<file path="config.mk">
export PLATFORM = sky130hd
export DESIGN_NAME = bus_watch
export DESIGN_NICKNAME = d
export VERILOG_FILES = /design/src/rtl/bw_pkg.sv /design/src/rtl/bw_lanes.sv /design/src/rtl/bw_channel.sv /design/src/rtl/bus_watch.sv
export SDC_FILE = /design/constraint.sdc
export NUM_CORES = 1
export LEC_CHECK = 0
export CORE_MARGIN = 3
export CORE_UTILIZATION = 45
export DETAILED_ROUTE_END_ITERATION = 12
export GPL_ROUTABILITY_DRIVEN = 0
export MAX_ROUTING_LAYER = met4
export PLACE_DENSITY = 0.64
export RECOVER_POWER = 25
export SLEW_MARGIN = 20
export SYNTH_ARGS = -nofsm -noshare
export SYNTH_HDL_FRONTEND = slang
export SYNTH_SLANG_ARGS = --single-unit
</file>
<file path="constraint.sdc">
create_clock -name clk -period 3.8 [get_ports clk]
set_clock_uncertainty 0.05 [all_clocks]
set_input_delay 0.57 -clock clk [delete_from_list [all_inputs] [get_ports clk]]
set_output_delay 0.57 -clock clk [all_outputs]
set_load 0.05 [all_outputs]
</file>
<file path="src/rtl/bw_pkg.sv">
package bw_pkg;
  typedef enum logic [2:0] {
    OFF_ADR = 3'd0,
    OFF_ADM = 3'd1,
    OFF_DAT = 3'd2,
    OFF_DTM = 3'd3,
    OFF_CND = 3'd4
  } bw_off_e;

  // two-bit option field: bit 0 enables the first option, bit 1 the second
  function automatic logic fld_ok(input logic [1:0] fld, input logic second);
    return second ? fld[1] : fld[0];
  endfunction
endpackage

</file>
<file path="src/rtl/bw_lanes.sv">
module bw_lanes #(
  parameter int LANES = 4,
  localparam int OFF_W = $clog2(LANES)
) (
  input  logic [OFF_W-1:0] off_i,
  input  logic [1:0]       size_i,
  output logic [LANES-1:0] act_o
);
  for (genvar l = 0; l < LANES; l++) begin : g_lane
    logic [OFF_W-1:0] diff;
    assign diff     = OFF_W'(l) ^ off_i;
    assign act_o[l] = (diff >> size_i) == '0;
  end
endmodule

</file>
<file path="src/rtl/bw_channel.sv">
module bw_channel
  import bw_pkg::*;
#(
  parameter int ADDR_W = 32,
  parameter int DATA_W = 32,
  parameter int MST_N  = 3,
  localparam int MST_W = (MST_N > 1) ? $clog2(MST_N) : 1
) (
  input  logic              clk,
  input  logic              rst,
  input  logic              wr_en_i,
  input  logic [2:0]        wr_off_i,
  input  logic [DATA_W-1:0] wdata_i,
  input  logic              bus_vld_i,
  input  logic              bus_int_i,
  input  logic              bus_fetch_i,
  input  logic              bus_wr_i,
  input  logic [MST_W-1:0]  bus_mst_i,
  input  logic [1:0]        bus_size_i,
  input  logic [ADDR_W-1:0] bus_addr_i,
  input  logic [DATA_W-1:0] bus_data_i,
  output logic              hit_o
);
  localparam int LANES   = DATA_W / 8;
  localparam int OFF_W   = $clog2(LANES);
  localparam int CND_W   = 6 + MST_N;
  localparam int MST_PAD = 1 << MST_W;

  logic [ADDR_W-1:0] adr_q, adm_q;
  logic [DATA_W-1:0] dat_q, dtm_q;
  logic [CND_W-1:0]  cnd_q;

  always_ff @(posedge clk) begin
    if (rst) begin
      adr_q <= '0;
      adm_q <= '0;
      dat_q <= '0;
      dtm_q <= '0;
      cnd_q <= '0;
    end else if (wr_en_i) begin
      case (wr_off_i)
        OFF_ADR: adr_q <= wdata_i[ADDR_W-1:0];
        OFF_ADM: adm_q <= wdata_i[ADDR_W-1:0];
        OFF_DAT: dat_q <= wdata_i;
        OFF_DTM: dtm_q <= wdata_i;
        OFF_CND: cnd_q <= wdata_i[CND_W-1:0];
        default: ;
      endcase
    end
  end

  logic [LANES-1:0]  lane_act;
  logic [DATA_W-1:0] lane_bits;

  bw_lanes #(.LANES(LANES)) u_lanes (
    .off_i (bus_addr_i[OFF_W-1:0]),
    .size_i(bus_size_i),
    .act_o (lane_act)
  );

  for (genvar l = 0; l < LANES; l++) begin : g_bits
    assign lane_bits[l*8 +: 8] = {8{lane_act[l]}};
  end

  logic               adr_ok, dat_ok, bus_ok, kind_ok, dir_ok, mst_ok;
  logic [MST_PAD-1:0] mst_sel;

  assign mst_sel = MST_PAD'(cnd_q[6 +: MST_N]);
  assign adr_ok  = ((bus_addr_i ^ adr_q) & ~adm_q) == '0;
  assign dat_ok  = ((bus_data_i ^ dat_q) & ~dtm_q & lane_bits) == '0;
  assign bus_ok  = fld_ok(cnd_q[1:0], bus_int_i);
  assign kind_ok = fld_ok(cnd_q[3:2], !bus_fetch_i);
  assign dir_ok  = fld_ok(cnd_q[5:4], bus_wr_i);
  assign mst_ok  = !bus_int_i || mst_sel[bus_mst_i];
  assign hit_o   = bus_vld_i && adr_ok && dat_ok && bus_ok && kind_ok && dir_ok && mst_ok;

  AST_GROUP_OFF_NO_HIT: assert property (@(posedge clk) disable iff (rst)
    (cnd_q[1:0] == 2'b00 || cnd_q[3:2] == 2'b00 || cnd_q[5:4] == 2'b00) |-> !hit_o);
  AST_LOCAL_BUS_ONLY: assert property (@(posedge clk) disable iff (rst)
    (hit_o && cnd_q[1:0] == 2'b01) |-> !bus_int_i);
endmodule

</file>
<file path="src/rtl/bus_watch.sv">
module bus_watch
  import bw_pkg::*;
#(
  parameter int ADDR_W = 32,
  parameter int DATA_W = 32,
  parameter int MST_N  = 3,
  parameter int CH_N   = 2,
  localparam int MST_W  = (MST_N > 1) ? $clog2(MST_N) : 1,
  localparam int CH_W   = (CH_N > 1) ? $clog2(CH_N) : 1,
  localparam int CFG_AW = CH_W + 3,
  localparam int FL_W   = 2 * CH_N
) (
  input  logic              clk,
  input  logic              rst,
  input  logic              cfg_we,
  input  logic [CFG_AW-1:0] cfg_addr,
  input  logic [DATA_W-1:0] cfg_wdata,
  input  logic              bus_vld,
  input  logic              bus_int,
  input  logic              bus_fetch,
  input  logic              bus_wr,
  input  logic [MST_W-1:0]  bus_mst,
  input  logic [1:0]        bus_size,
  input  logic [ADDR_W-1:0] bus_addr,
  input  logic [DATA_W-1:0] bus_data,
  output logic              brk_irq,
  output logic [FL_W-1:0]   brk_flags
);
  localparam logic [CFG_AW-1:0] FLAG_ADDR = '1;

  logic [CH_N-1:0] hit;
  logic            flag_wr;

  assign flag_wr = cfg_we && (cfg_addr == FLAG_ADDR);

  for (genvar c = 0; c < CH_N; c++) begin : g_ch
    logic sel;
    assign sel = cfg_we && !flag_wr && (cfg_addr[CFG_AW-1:3] == CH_W'(c));

    bw_channel #(.ADDR_W(ADDR_W), .DATA_W(DATA_W), .MST_N(MST_N)) u_ch (
      .clk        (clk),
      .rst        (rst),
      .wr_en_i    (sel),
      .wr_off_i   (cfg_addr[2:0]),
      .wdata_i    (cfg_wdata),
      .bus_vld_i  (bus_vld),
      .bus_int_i  (bus_int),
      .bus_fetch_i(bus_fetch),
      .bus_wr_i   (bus_wr),
      .bus_mst_i  (bus_mst),
      .bus_size_i (bus_size),
      .bus_addr_i (bus_addr),
      .bus_data_i (bus_data),
      .hit_o      (hit[c])
    );
  end

  logic [FL_W-1:0] flags_q, flags_d;
  logic            irq_q;

  always_comb begin
    flags_d = flags_q;
    if (flag_wr) flags_d = flags_q & cfg_wdata[FL_W-1:0];
    for (int c = 0; c < CH_N; c++) begin
      if (hit[c]) flags_d[2*c + int'(bus_int)] = 1'b1;
    end
  end

  always_ff @(posedge clk) begin
    if (rst) begin
      flags_q <= '0;
      irq_q   <= 1'b0;
    end else begin
      flags_q <= flags_d;
      irq_q   <= (|hit) && !irq_q;
    end
  end

  assign brk_flags = flags_q;
  assign brk_irq   = irq_q;

  AST_IRQ_ONE_CYCLE: assert property (@(posedge clk) disable iff (rst)
    brk_irq |=> !brk_irq);
  AST_IRQ_HAS_CAUSE: assert property (@(posedge clk) disable iff (rst)
    $rose(brk_irq) |-> $past(|hit));

  for (genvar f = 0; f < FL_W; f++) begin : g_fa
    AST_FLAG_STICKY: assert property (@(posedge clk) disable iff (rst)
      $fell(brk_flags[f]) |-> $past(flag_wr && !cfg_wdata[f]));
  end

  for (genvar c = 0; c < CH_N; c++) begin : g_ha
    AST_FLAG_ON_HIT: assert property (@(posedge clk) disable iff (rst)
      hit[c] |=> brk_flags[2*c + int'($past(bus_int))]);
  end
endmodule

</file>
==> out/results.ini, run 1 <==
[outcome]
run_status = complete, but fails checks
violations = max-capacitance violations, max-slew violations

[sta]
fin_hold_ws_ns = 0.404
tightestPinTransition_ns = 1.71
post-route-min-period_ns = 2.94
max_freq_ghz = 0.341
timing.max_slew.rel_slack = -0.138
hold_viol_final = 0
fin_crit_sh = 0.772
grt_setup_unrepaired = no
timing.setup.tns_ns = 0
drv_slew = 99
setup_viol = 0

[power_and_ir_drop]
peak_vdd_ir_mv = 0.286
net_switching_power_of_the_design_mw = 1.44
power.leakage_nw = 4.37
clockPowerShare = 0.447
p_int_mw = 4.87
switching_part_of_the_total_power = 0.229
cellPowerDensity_nw_per_um2 = 456
pwr-share-seq = 0.472
power.share.combinational = 0.081

[floorplan]
core_region_area_um2 = 25400
die-width_um = 167
row_count = 58
num_io_pins = 116
die_h_um = 167
die-area_um2 = 28000
floorplan.initialDensity = 0.462

[worst_setup_path]
critical_path_buf_inv_count = 2
worst_path_slowest_cell = sky130_fd_sc_hd__clkbuf_1
required_ns = 4.22
worstPathArrival_ns = 3.35
critical_path.most_common_cell = sky130_fd_sc_hd__nand2_1
timing.setup.critical_path_class = in2reg
critical_path.cell_chain = dlygate4sd3_1, nand2_1, or2_2, nor3b_1, clkbuf_1, nand2_1, a21oi_1
cp_top_family = buffers and inverters
crit_path_end_kind = register
largest_driver_fanout_on_the_critical_path = 32
worst_path_largest_cell_delay_ns = 1.15
critical_path.startpoint_type = input pin

[clock_tree]
worstSkewPairLatency_ns = 0.54
tritoncts.num_buffers = 29
cts.root.buffer_cell = sky130_fd_sc_hd__clkbuf_16
clock_sinks = 279
cts_setup_buffers = 0
tritoncts = done
cts_repair_resize_count = 0
path_clk_slew_ns = 0.06
clock_tree.buffer_depth = 3
cts_hold_buf = 0
max_h_tree_level = 1

[flow_run]
drv_cap = 3

[route]
viasPerCell = 5.32
detail_route.drc_violations = 0
route.final.wire_length_um = 33800
detail_route.wl_per_cell_um = 18.0
dr_total_vias = 9990
drt_iter0_markers = 766
route.antenna.remaining_nets = 0
drt_pass1_iterations = 7

[placed_design]
post-dp-hpwl_um = 22300
buffer_ports.inserted = 115

[global_routing]
first_pass_grt_wire_length_um = 52700
grt_remaining_overflow = 0
grt_max_degree = 127
total_routing_usage_reported_by_global_routing = 0.240
antenna_found_initial = 1
grt_pass1_vias = 9458

[final_layout]
drive_above_1_share = 0.0452
leading_cell_type_in_the_layout_fill_and_taps_excluded = sky130_fd_sc_hd__nand2_1
area_delta_synth_final_pct = 18.1
num-nets-final = 1641
layout_common_cells = sky130_fd_sc_hd__nand2_1, sky130_fd_sc_hd__dfxtp_1, sky130_fd_sc_hd__a21oi_1

[synthesis]
synth_sequential_area_ratio = 0.476
syn_nets = 1597
yosysWarnings = 0
ys_types = 35
synth_seq_cells = 279
synthesis.area_per_instance_um2 = 7.89
post_synth_instance_area_um2 = 11700
syn_inst = 1486

[worst_hold_path]
holdCritPathClass = reg2reg

-- final cells by class --
type | count | area (um2)
Tap cell | 330 | 413
Multi-Input combinational cell | 1086 | 5600
Clock inverter | 7 | 87.6
Fill cell | 2402 | 11500
Antenna cell | 1 | 2.50
Clock buffer | 41 | 861
Sequential cell | 279 | 5590
Timing Repair Buffer | 134 | 1310
-- through the flow --
stage / cells / total power [mW] / instance area (um2) / utilization / setup slack [ns]
3_5_place_dp: 1829 / 3.56 / 12900 / 0.509 / 0.675
6_report: 1878 / 6.32 / 13900 / 0.546 / 0.865
2_1_floorplan: 1486 / 3.32 / 11700 / - / 1.78
4_1_cts: 1877 / 6.37 / 13900 / 0.547 / 1.23
5_1_grt: 1878 / 6.52 / 13900 / 0.546 / 0.622
3_3_place_gp: 1829 / 3.56 / 12900 / 0.509 / 0.673
-- final timing paths --
| check | startpoint | to | slack (ns) | cells after the start |
|---|---|---|---|---|
| max | cfg_addr[3] | g_ch[1].u_ch.adm_q[30] | 0.86 | 7 |
| min | g_ch[0].u_ch.adm_q[9] | g_ch[0].u_ch.adm_q[9] | 0.40 | 2 |
| max reg2reg | g_ch[0].u_ch.dat_q[25] | brk_irq | 1.36 | 7 |
| min reg2reg | g_ch[0].u_ch.adm_q[9] | g_ch[0].u_ch.adm_q[9] | 0.40 | 2 |
-- state kept, by name, indices dropped and copies added (netlist names) --
register,cells
brk_flags,4
brk_irq,1
g_ch.u_ch.adm_q,64
g_ch.u_ch.adr_q,64
g_ch.u_ch.cnd_q,18
g_ch.u_ch.dat_q,64
g_ch.u_ch.dtm_q,64
-- worst register-to-register path: cells and delay by family, from the launching register on --
family | cells | cell delay (ns)
flops | 1 | 0.33
compound gates | 5 | 1.49
xor+xnor | 1 | 0.18
simple gates | 1 | 0.32
-- power by group through the flow --
stage          Combinational, mW  Clock [mW]  Sequential, mW
6_report                   0.510        2.82            2.98
5_1_grt                    0.548        2.99            2.99
4_1_cts                    0.513        2.87            2.98
3_5_place_dp               0.511           0            3.05
3_3_place_gp               0.510           0            3.05
2_1_floorplan              0.277           0            3.04
-- layer usage --
layer / up-vias / global-route usage / routed length [um]
li1: 4975 / - / -
met1: 4717 / 0.319 / 14900
met2: 251 / 0.392 / 16300
met3: 47 / 0.0342 / 1850
met4: 0 / 0.0548 / 718
met5: - / - / 0
-- cells by family after synthesis --
| logic type | synth area share |
|---|---|
| simple gates | 0.201 |
| xor+xnor | 0.0956 |
| mux | 0.0222 |
| compound gates | 0.159 |
| flops | 0.476 |
| buf+inv | 0.0463 |
-- cells in the mapped netlist --
library cell	n	area (um2)
sky130_fd_sc_hd__mux2i_1	26	260
sky130_fd_sc_hd__nor3b_1	1	7.51
sky130_fd_sc_hd__o41ai_2	2	32.5
sky130_fd_sc_hd__xnor2_1	128	1120
sky130_fd_sc_hd__a311oi_2	2	30.0
sky130_fd_sc_hd__nand4_1	4	25.0
sky130_fd_sc_hd__and3_1	3	18.8
sky130_fd_sc_hd__nor3_1	2	10.0
sky130_fd_sc_hd__a211oi_2	1	12.5
sky130_fd_sc_hd__nor4b_1	2	17.5
sky130_fd_sc_hd__o21ai_1	1	5.00
sky130_fd_sc_hd__and3b_1	2	17.5
sky130_fd_sc_hd__and2_1	2	12.5
sky130_fd_sc_hd__or2_2	1	6.26
sky130_fd_sc_hd__nand4b_1	1	8.76
sky130_fd_sc_hd__nand3_1	5	25.0
sky130_fd_sc_hd__nand3b_1	4	30.0
sky130_fd_sc_hd__a21oi_1	260	1300
sky130_fd_sc_hd__nor2b_1	1	6.26
sky130_fd_sc_hd__buf_4	22	165
sky130_fd_sc_hd__nor2_1	25	93.8
sky130_fd_sc_hd__o21bai_1	1	7.51
sky130_fd_sc_hd__dfxtp_1	279	5590
sky130_fd_sc_hd__o22ai_1	64	400
sky130_fd_sc_hd__buf_2	5	25.0
sky130_fd_sc_hd__o41ai_1	2	17.5
sky130_fd_sc_hd__o21ai_0	6	30.0
sky130_fd_sc_hd__nor3b_2	2	25.0
sky130_fd_sc_hd__clkbuf_1	94	353
sky130_fd_sc_hd__a21o_1	1	7.51
sky130_fd_sc_hd__nor4_2	1	12.5
sky130_fd_sc_hd__nor4_1	9	56.3
sky130_fd_sc_hd__nand2_1	519	1950
sky130_fd_sc_hd__nand2b_1	5	31.3
sky130_fd_sc_hd__a22oi_1	3	22.5
Power figures use the tool's default switching activity.
==> run 2, diff against run 1 <==
- clock period: 3.8 -> 3.06 ns (I/O delays scaled with it)
==> run 2 against run 1 <==
Net effect: the flow now finishes without violations; register-to-register slack worse by 0.71 ns; global-route usage rose by 0.32 points; die area is the same; power rose by 27%; clock-buffer cell count is 1 higher.
==> out/results.ini, run 2 (synthesized netlist as in run 1, its figures left out) <==
[power_and_ir_drop]
clockPowerShare = 0.457  ; was 0.447
net_switching_power_of_the_design_mw = 1.83  ; was 1.44 mW
power.share.combinational = 0.081  ; about the same
totalPowerFinal_mw = 8.01  ; was 6.32 mW
switching_part_of_the_total_power = 0.229  ; about the same
p_int_mw = 6.18  ; was 4.87 mW
power.leakage_nw = 4.48  ; was 4.37 nW
peak_vdd_ir_mv = 0.527  ; was 0.286 mV
pwr-share-seq = 0.462  ; was 0.472
cellPowerDensity_nw_per_um2 = 571  ; was 456 nW/um2

[global_routing]
first_pass_grt_wire_length_um = 53600  ; was 52700 um
grt_pass1_vias = 9556  ; was 9458
grt_max_degree = 97  ; was 127
total_routing_usage_reported_by_global_routing = 0.243  ; was 0.240
antenna_found_initial = 0  ; was 1
grt_remaining_overflow = 0  ; unchanged

[placed_design]
post-dp-hpwl_um = 22500  ; was 22300 um
buffer_ports.inserted = 115  ; unchanged

[clock_tree]
tritoncts.num_buffers = 29  ; unchanged
cts_hold_buf = 0  ; unchanged
path_clk_slew_ns = 0.06  ; about the same
clock_sinks = 279  ; unchanged
cts.root.buffer_cell = sky130_fd_sc_hd__clkbuf_16  ; unchanged
cts_setup_buffers = 0  ; unchanged
max_h_tree_level = 1  ; unchanged
tritoncts = done  ; unchanged
cts_repair_resize_count = 0  ; unchanged
worstSkewPairLatency_ns = 0.54  ; about the same
clock_tree.buffer_depth = 3  ; unchanged

[route]
route.final.wire_length_um = 34300  ; was 33800 um
dr_total_vias = 10100  ; was 9990
drt_pass1_iterations = 6  ; was 7
route.antenna.remaining_nets = 0  ; unchanged
detail_route.wl_per_cell_um = 18.1  ; was 18.0 um
viasPerCell = 5.31  ; was 5.32
detail_route.drc_violations = 0  ; unchanged
drt_iter0_markers = 859  ; was 766

[worst_setup_path]
timing.setup.critical_path_class = in2reg  ; unchanged
startpoint_of_the_worst_slack_reg_to_reg_timing_path = g_ch[1].u_ch.cnd_q[5]  ; was g_ch[0].u_ch.dat_q[25]
rrSetupSlack_ns = 0.65  ; was 1.36 ns
required_ns = 3.47  ; was 4.22 ns
worst_r2r_endpoint = brk_irq  ; unchanged
cp-endpoint = brk_irq  ; was g_ch[1].u_ch.adm_q[30]
r2r.worst_path.cells = 6  ; was 7
worstPathArrival_ns = 3.04  ; was 3.35 ns
crit_path_end_kind = register  ; unchanged
largest_driver_fanout_on_the_critical_path = 7  ; was 32
critical_path.startpoint_type = input pin  ; unchanged
startpoint = bus_int  ; was cfg_addr[3]

[sta]
fin_hold_ws_ns = 0.406  ; was 0.404 ns
tightestPinTransition_ns = 0.965  ; was 1.71 ns
timing.max_slew.rel_slack = 0.348  ; was -0.138
fin_crit_sh = 0.857
drv_slew = 0  ; was 99
post-route-min-period_ns = 2.62
hold_viol_final = 0  ; unchanged
timing.setup.tns_ns = 0  ; unchanged
setup_viol = 0  ; unchanged
max_freq_ghz = 0.381
grt_setup_unrepaired = no  ; unchanged

[floorplan]
row_count = 58  ; unchanged
die_h_um = 167  ; unchanged
num_io_pins = 116  ; unchanged
floorplan.initialDensity = 0.462  ; unchanged
core_region_area_um2 = 25400  ; unchanged
die-width_um = 167  ; unchanged
die-area_um2 = 28000  ; unchanged

[final_layout]
layout_common_cells = sky130_fd_sc_hd__nand2_1, sky130_fd_sc_hd__dfxtp_1, sky130_fd_sc_hd__a21oi_1  ; unchanged
finish.utilization = 0.552  ; was 0.546
leading_cell_type_in_the_layout_fill_and_taps_excluded = sky130_fd_sc_hd__nand2_1  ; unchanged
area_delta_synth_final_pct = 19.6  ; was 18.1%
drive_above_1_share = 0.0593  ; was 0.0452
antenna_diode_count = 0  ; was 1
num-nets-final = 1656  ; was 1641

[flow_run]
drv_cap = 0  ; was 3

[worst_hold_path]
holdCritPathClass = reg2reg  ; unchanged

[outcome]
run_status = finished clean  ; was complete, but fails checks

run 2: cell types whose count changed in the layout (fill, tap and decap cells not counted), sizes merged:
cell           delta
clkbuf            +4
buf              +12
clkinv            +4
dlygate4sd3       -1
bufinv            +1
diode             -1
clkinvlp          -1
clkdlybuf4s50     +1
run 2: cell type report:
cell class                 count  area (um2)
clock buffer                  42         875
clock inverter                11         130
fill                        2365       11400
multi-input combinational   1086        5610
sequential                   279        5590
tap                          330         413
timing repair buffer         149        1420
run 2: routing by layer:
metal,global-route usage,part of all wire,vias up
met4,0.0644,0.029,0
met5,-,0,-
met2,0.386,0.47,297
met3,0.0368,0.060,64
li1,-,-,5001
met1,0.328,0.45,4708
run 2: how the worst min path moves through the flow:
stage	endpoint	cells past startpoint	from	slack, ns
CTS	g_ch[1].u_ch.adm_q[11]	2	g_ch[1].u_ch.adm_q[11]	0.41
global route	g_ch[0].u_ch.adm_q[16]	2	g_ch[0].u_ch.adm_q[16]	0.42
detailed placement	g_ch[1].u_ch.adm_q[11]	2	g_ch[1].u_ch.adm_q[11]	0.40
finish	g_ch[0].u_ch.dtm_q[9]	2	g_ch[0].u_ch.dtm_q[9]	0.41
global placement	g_ch[0].u_ch.adm_q[18]	2	g_ch[0].u_ch.adm_q[18]	0.39
floorplan	g_ch[0].u_ch.adm_q[10]	2	g_ch[0].u_ch.adm_q[10]	0.39
run 2: power groups by stage:
stage | Clock [mW] | Combinational, mW | Sequential, mW
detailed placement | 0 | 0.643 | 3.78
global placement | 0 | 0.641 | 3.78
floorplan | 0 | 0.344 | 3.78
CTS | 3.71 | 0.647 | 3.70
global route | 3.87 | 0.689 | 3.71
finish | 3.66 | 0.646 | 3.70
run 2: metrics by stage:
step | worst slack [ns] | area [um2] | cells
final | 0.437 | 14000 | 1897
after global routing | 0.283 | 14000 | 1897
after CTS | 0.502 | 14100 | 1897
after detailed placement | -0.0583 | 13100 | 1844
after global placement | -0.0226 | 13100 | 1844
after floorplan | 1.16 | 11700 | 1486
run 2: critical path: stages:
cell	delay, ns
sky130_fd_sc_hd__clkdlybuf4s50_1	0.63
sky130_fd_sc_hd__mux2i_1	0.12
sky130_fd_sc_hd__nor4b_1	0.80
sky130_fd_sc_hd__nand4_1	0.19
sky130_fd_sc_hd__a311oi_2	0.46
sky130_fd_sc_hd__a22oi_1	0.19
sky130_fd_sc_hd__a211oi_2	0.18
